`src/rtl/trig_pkg.sv`:
```
package trig_pkg;

  localparam int unsigned DEF_LANE_W      = 8;
  localparam int unsigned DEF_N_CTRL      = 2;
  localparam int unsigned DEF_SYNC_STAGES = 2;
  localparam logic [15:0] DEF_FIXED_EDGE  = 16'h2107;

  typedef enum logic {
    TRIG_EDGE  = 1'b0,
    TRIG_LEVEL = 1'b1
  } trig_mode_e;

endpackage

```
`src/rtl/trig_rst_sync.sv`:
```
module trig_rst_sync #(
  parameter int unsigned STAGES = 2
) (
  input  logic clk,
  input  logic rst_n,
  output logic rst_n_sync
);

  logic [STAGES-1:0] chain_q;
  logic [STAGES-1:0] chain_d;

  always_comb begin
    chain_d = {chain_q[STAGES-2:0], 1'b1};
  end

  always_ff @(posedge clk or negedge rst_n) begin
    if (!rst_n) begin
      chain_q <= '0;
    end else begin
      chain_q <= chain_d;
    end
  end

  assign rst_n_sync = chain_q[STAGES-1];

endmodule

```
`src/rtl/trig_sync.sv`:
```
module trig_sync #(
  parameter int unsigned WIDTH  = 16,
  parameter int unsigned STAGES = 2
) (
  input  logic             clk,
  input  logic             rst_n,
  input  logic [WIDTH-1:0] d_i,
  output logic [WIDTH-1:0] q_o
);

  logic [STAGES-1:0][WIDTH-1:0] stage_q;
  logic [STAGES-1:0][WIDTH-1:0] stage_d;

  always_comb begin
    stage_d[0] = d_i;
    for (int s = 1; s < STAGES; s++) begin
      stage_d[s] = stage_q[s-1];
    end
  end

  always_ff @(posedge clk or negedge rst_n) begin
    if (!rst_n) begin
      stage_q <= '0;
    end else begin
      stage_q <= stage_d;
    end
  end

  assign q_o = stage_q[STAGES-1];

endmodule

```
`src/rtl/trig_ctrl_regs.sv`:
```
module trig_ctrl_regs #(
  parameter int unsigned               N_CTRL     = 2,
  parameter int unsigned               LANE_W     = 8,
  parameter int unsigned               SEL_W      = 1,
  parameter logic [N_CTRL*LANE_W-1:0]  FIXED_EDGE = '0
) (
  input  logic                     clk,
  input  logic                     rst_n,
  input  logic                     wr_i,
  input  logic [SEL_W-1:0]         sel_i,
  input  logic [LANE_W-1:0]        wdata_i,
  output logic [LANE_W-1:0]        rdata_o,
  output logic [N_CTRL*LANE_W-1:0] mode_o
);

  genvar l;
  generate
    for (l = 0; l < N_CTRL; l++) begin : g_lane
      localparam logic [LANE_W-1:0] LANE_FIX = FIXED_EDGE[l*LANE_W +: LANE_W];
      logic              lane_en;
      logic [LANE_W-1:0] lane_d;
      logic [LANE_W-1:0] lane_q;

      always_comb begin
        lane_en = wr_i && (sel_i == SEL_W'(l));
        lane_d  = wdata_i & ~LANE_FIX;
      end

      always_ff @(posedge clk or negedge rst_n) begin
        if (!rst_n) begin
          lane_q <= '0;
        end else if (lane_en) begin
          lane_q <= lane_d;
        end
      end

      assign mode_o[l*LANE_W +: LANE_W] = lane_q;
    end
  endgenerate

  always_comb begin
    rdata_o = '0;
    for (int k = 0; k < N_CTRL; k++) begin
      if (sel_i == SEL_W'(k)) begin
        rdata_o = mode_o[k*LANE_W +: LANE_W];
      end
    end
  end

endmodule

```
`src/rtl/trig_detect.sv`:
```
module trig_detect
  import trig_pkg::*;
#(
  parameter int unsigned WIDTH = 16
) (
  input  logic             clk,
  input  logic             rst_n,
  input  logic [WIDTH-1:0] sync_i,
  input  logic [WIDTH-1:0] mode_i,
  input  logic [WIDTH-1:0] clr_i,
  input  logic             flush_i,
  output logic [WIDTH-1:0] req_o
);

  genvar i;
  generate
    for (i = 0; i < WIDTH; i++) begin : g_line
      logic is_level;
      logic rise;
      logic prev_q;
      logic prev_d;
      logic hold_q;
      logic hold_d;

      always_comb begin
        is_level = (trig_mode_e'(mode_i[i]) == TRIG_LEVEL);
        rise     = sync_i[i] & ~prev_q;
        prev_d   = sync_i[i];
        hold_d   = hold_q;
        if (is_level) begin
          hold_d = 1'b0;
        end else if (flush_i) begin
          hold_d = 1'b0;
        end else if (rise) begin
          hold_d = 1'b1;
        end else if (clr_i[i]) begin
          hold_d = 1'b0;
        end
      end

      always_ff @(posedge clk or negedge rst_n) begin
        if (!rst_n) begin
          prev_q <= 1'b0;
          hold_q <= 1'b0;
        end else begin
          prev_q <= prev_d;
          hold_q <= hold_d;
        end
      end

      assign req_o[i] = is_level ? ~sync_i[i] : hold_q;
    end
  endgenerate

endmodule

```
`src/rtl/trig_qualifier.sv`:
```
module trig_qualifier
  import trig_pkg::*;
#(
  parameter int unsigned N_CTRL      = DEF_N_CTRL,
  parameter int unsigned LANE_W      = DEF_LANE_W,
  parameter int unsigned SYNC_STAGES = DEF_SYNC_STAGES,
  parameter logic [N_CTRL*LANE_W-1:0] FIXED_EDGE = DEF_FIXED_EDGE,
  localparam int unsigned NUM_IRQ    = N_CTRL * LANE_W,
  localparam int unsigned ID_W       = $clog2(NUM_IRQ),
  localparam int unsigned SEL_W      = (N_CTRL > 1) ? $clog2(N_CTRL) : 1
) (
  input  logic               clk,
  input  logic               rst_n,
  input  logic [NUM_IRQ-1:0] irq_in,
  input  logic               reg_wr,
  input  logic [SEL_W-1:0]   reg_sel,
  input  logic [LANE_W-1:0]  reg_wdata,
  output logic [LANE_W-1:0]  reg_rdata,
  input  logic               ack_valid,
  input  logic [ID_W-1:0]    ack_id,
  input  logic               init_wr,
  input  logic [7:0]         init_cmd,
  output logic [NUM_IRQ-1:0] req_out
);

  logic               rst_n_int;
  logic [NUM_IRQ-1:0] irq_sync;
  logic [NUM_IRQ-1:0] line_mode;
  logic [NUM_IRQ-1:0] ack_vec;
  logic               unused_init_cmd;

  // The command byte, including its trigger-mode bit, never steers a mode.
  assign unused_init_cmd = ^init_cmd;

  always_comb begin
    ack_vec = '0;
    if (ack_valid) begin
      ack_vec[ack_id] = 1'b1;
    end
  end

  trig_rst_sync #(
    .STAGES (2)
  ) u_rst (
    .clk        (clk),
    .rst_n      (rst_n),
    .rst_n_sync (rst_n_int)
  );

  trig_sync #(
    .WIDTH  (NUM_IRQ),
    .STAGES (SYNC_STAGES)
  ) u_sync (
    .clk   (clk),
    .rst_n (rst_n_int),
    .d_i   (irq_in),
    .q_o   (irq_sync)
  );

  trig_ctrl_regs #(
    .N_CTRL     (N_CTRL),
    .LANE_W     (LANE_W),
    .SEL_W      (SEL_W),
    .FIXED_EDGE (FIXED_EDGE)
  ) u_regs (
    .clk     (clk),
    .rst_n   (rst_n_int),
    .wr_i    (reg_wr),
    .sel_i   (reg_sel),
    .wdata_i (reg_wdata),
    .rdata_o (reg_rdata),
    .mode_o  (line_mode)
  );

  trig_detect #(
    .WIDTH (NUM_IRQ)
  ) u_detect (
    .clk     (clk),
    .rst_n   (rst_n_int),
    .sync_i  (irq_sync),
    .mode_i  (line_mode),
    .clr_i   (ack_vec),
    .flush_i (init_wr),
    .req_o   (req_out)
  );

endmodule

```
`config.mk`:
```
export PLATFORM = sky130hd
export DESIGN_NAME = trig_qualifier
export DESIGN_NICKNAME = d
export VERILOG_FILES = /design/src/rtl/trig_pkg.sv /design/src/rtl/trig_rst_sync.sv /design/src/rtl/trig_sync.sv /design/src/rtl/trig_ctrl_regs.sv /design/src/rtl/trig_detect.sv /design/src/rtl/trig_qualifier.sv
export SDC_FILE = /design/constraint.sdc
export NUM_CORES = 1
export LEC_CHECK = 0
export BUFFER_PORTS_ARGS = -buffer_cell sky130_fd_sc_hd__clkbuf_2
export CAP_MARGIN = 20
export CORE_MARGIN = 2
export CORE_UTILIZATION = 35
export CTS_BUF_LIST = sky130_fd_sc_hd__clkbuf_4 sky130_fd_sc_hd__clkbuf_8
export CTS_CLUSTER_DIAMETER = 60
export CTS_CLUSTER_SIZE = 8
export DETAILED_ROUTE_END_ITERATION = 8
export SLEW_MARGIN = 20
export SYNTH_ARGS = -nofsm -noshare
export SYNTH_HDL_FRONTEND = slang
export SYNTH_SLANG_ARGS = --single-unit
```
`constraint.sdc`:
```
create_clock -name clk -period 2.2 [get_ports clk]
set_input_delay 0.22 -clock clk [delete_from_list [all_inputs] [get_ports clk]]
set_output_delay 0.22 -clock clk [all_outputs]
set_load 0.01 [all_outputs]
```
==> summary.md <==
| Metric | Value |
|---|---|
| Initial DRC count | 83 |
| Ports | 66 |
| CP Launch Type | flop |
| Switching pwr | 0.684 mW |
| Final Max Tran Viols | 0 |
| Max Freq | 707 MHz |
| Max Clock Skew | 8.25 ps |
| CP arrival | 1190 ps |
| Detail Route met2 WL | 2320 um |
| Vias in the first global route | 1,591 |
| Cell area after synthesis | 0.00269 mm^2 |
| Leakage Power | 1.59 nW |
| H-tree lvl count | 3 |
| DR WL met3 | 244 um |
| Total negative slack | 0 ps |
| # rows | 31 |
| Critical-path cell list | mux2i_1 -> clkbuf_2 |
| Via Count | 1,576 |
| Worst EP required | 1980 ps |
| Placed inst area | 0.00305 mm^2 |
| Synth top area share | 0.715 |
| Comb pwr share | 0.101 |
| Yosys warnings | 0 |
| Seq pwr share | 0.530 |
| Vias per cell | 4.32 |
| Final period utilization | 0.643 |
| Root buffer cell | clkbuf_8 |
| Inserted Diodes | 0 |
| Filler cells | 696 |
| Crit path capture type | output pin |
| Highest Signal Layer | met4 |
| Setup-failing EPs final | 0 |
| Top-count cell post-synth | dfrtp_1 |
| Share of layout cells above drive strength 1 | 0.342 |
| Power density cells | 862 mW/mm^2 |
| Sw frac | 0.231 |
| Post-Syn Instances | 186 |
| Synth async-reset ratio | 1.00 |
| Clock Path Buffers | 2 |
| Initial antenna violation count | 0 |
| Final min period | 1410 ps |
| GPL Wtd Cong | 0.694 |
| Post-DRT Antenna Nets | 0 |
| Commonest cells post-synth | dfrtp_1 (77), nand2b_1 (18), mux2_2 (15) |
| Post-route cell area | 0.00343 mm^2 |
| RSZ-0062 raised after global routing | false |
| Average wire per standard cell | 13.8 um |
| Hold Fails Final Rpt | 0 |
| Metal-1 WL | 2360 um |
| Post-synthesis register bit count | 77 |
| Int Power | 2.28 mW |
| Slowest stage delay, CP | 410 ps |
| Clk_lat worst skew | 330 ps |
| Total Wirelength | 5040 um |
| DIE AREA | 0.00841 mm^2 |
| # DRC | 0 |
| Netlist cell types | 21 |
| Clock transition at the registers of the reported paths | 80 ps |
| Pin count of the biggest net entering global routing | 76 |
| Detailed Routing Iterations Pass 1 | 4 |
| Post-synth EDFFs | 0 |
| Area leader, netlist | dfrtp_1 |
| Sequential area share after synthesis | 0.715 |
| Hold Slack | 122 ps |
| Clock power share | 0.368 |
| Total GRT Usage | 0.129 |
| Num CTS Buffers | 9 |
| Core region area | 0.00737 mm^2 |
| Crit path max-delay cell type | dfrtp_1 |
| First-pass GRT wire length | 8070 um |
| Prevailing post-synth register cell | dfrtp_1 |
| Die height | 91.7 um |
| Initial Util | 0.366 |
| Crit path max fanout | 4 |
| Net Count, Synth | 228 |
| GR Overflow Total | 0 |
| Synth area leaders | dfrtp_1 (72%), mux2_2 (6.3%), nand2b_1 (4.2%), mux2i_1 (4.1%), a211oi_1 (3.1%) |
| I/O Buffers | 55 |
| Area growth, synth to finish | 27.4% |
| Clock sinks | 77 |
| Max cap viols | 0 |
| Tot Pwr | 2.96 mW |
| Tightest Hold Check Type | in -> reg |
| Final net count | 303 |
| CP Class | reg -> out |
| Mean Syn Cell Area | 14.5 um^2 |
| Worst VDD drop | 0.357 mV |
| Post-detail-place hpwl | 3380 um |
| CTS tree | yes |
| Chip width | 91.7 um |
| Status | finished, final reports clean |
[per-layer routing]
metal | track usage | up-vias
met5 | 0 | -
met4 | 0.0672 | 0
met3 | 0.0362 | 9
met2 | 0.188 | 44
met1 | 0.176 | 750
li1 | - | 773
[layout by cell type (no fill, tap or decap), drive strengths merged]
| cell | n |
|---|---|
| a211oi | 11 |
| a21oi | 5 |
| and2 | 2 |
| buf | 1 |
| bufinv | 1 |
| clkbuf | 68 |
| clkinv | 2 |
| conb | 2 |
| dfrtp | 77 |
| dlygate4sd3 | 17 |
| inv | 11 |
| mux2 | 15 |
| mux2i | 11 |
| nand2 | 2 |
| nand2b | 18 |
| nand3 | 1 |
| nand3b | 2 |
| nor2b | 2 |
| o21ai | 16 |
| or2 | 1 |
| or3b | 1 |
[power by group through the flow]
stage	combinational, mW	sequential (mW)	clock, mW
floorplan	0.161	1.60	0
global route	0.334	1.58	1.20
finish	0.300	1.57	1.09
detailed placement	0.285	1.60	0
CTS	0.309	1.57	1.13
global placement	0.282	1.59	0
[kinds of logic after synthesis]
family | Yosys count | synth area share
AO/OA/AOI/OAI | 32 | 0.0697
flip-flops | 77 | 0.715
buffers and inverters | 20 | 0.0381
other | 2 | 0.00279
AND/OR/NAND/NOR | 29 | 0.0706
multiplexers | 26 | 0.104
[metrics by stage]
step | std cells | util | setup WS [ps]
after floorplan | 186 | - | 892
after global placement | 332 | 0.414 | 973
after detailed placement | 332 | 0.414 | 951
after CTS | 365 | 0.466 | 766
after global routing | 365 | 0.466 | 703
final | 365 | 0.466 | 786
[state kept, by name, indices dropped and copies added, names as in the netlist]
register and flops:
u_detect.g_line.prev_q 16, u_rst.chain_q 2, u_regs.g_lane.lane_q 11, u_detect.g_line.hold_q 16, u_sync.stage_d 16, u_sync.q_o 16
[what timing repair did]
| action | in CTS | in global routing |
|---|---|---|
| gates resized for setup | 0 | 0 |
| endpoints found under the hold margin | 18 | 0 |
| buffers inserted | 0 | 0 |
| hold buffers | 17 | 0 |
[worst max-delay path: cells and delay by family (launching register included)]
kind / cells / cell delay [ps]
muxes: 1 / 270
DFF: 1 / 410
buffers and inverters: 1 / 170
[path summary, 6_finish.rpt]
| check | start | endpoint | slack, ps | cells after the start |
|---|---|---|---|---|
| setup / recovery | u_regs.g_lane[1].lane_q[6]$_DFFE_PN0P_ | req_out[14] | 790 | 2 |
| hold / removal | reg_wdata[5] | u_regs.g_lane[0].lane_q[5]$_DFFE_PN0P_ | 120 | 2 |
| setup reg to reg | u_regs.g_lane[1].lane_q[7]$_DFFE_PN0P_ | u_regs.g_lane[1].lane_q[7]$_DFFE_PN0P_ | 1390 | 1 |
| hold reg to reg | u_rst.chain_q[1]$_DFF_PN0_ | u_sync.q_o[15]$_DFF_PN0_ | 290 | 1 |
| max in group asynchronous | u_rst.chain_q[1]$_DFF_PN0_ | u_regs.g_lane[1].lane_q[2]$_DFFE_PN0P_ | 1600 | 1 |
| min in group asynchronous | rst_n | u_rst.chain_q[1]$_DFF_PN0_ | 200 | 2 |
[layout make-up]
class	instances	area, um^2	share of cell area
Timing Repair Buffer	73	465	0.136
Clock buffer	13	166	0.0485
Multi-Input combinational cell	89	664	0.194
Tap cell	99	124	0.0361
Sequential cell	77	1930	0.562
Inverter	11	41.3	0.0120
Clock inverter	3	43.8	0.0128
Note: power is estimated with default switching activity, not from simulation.
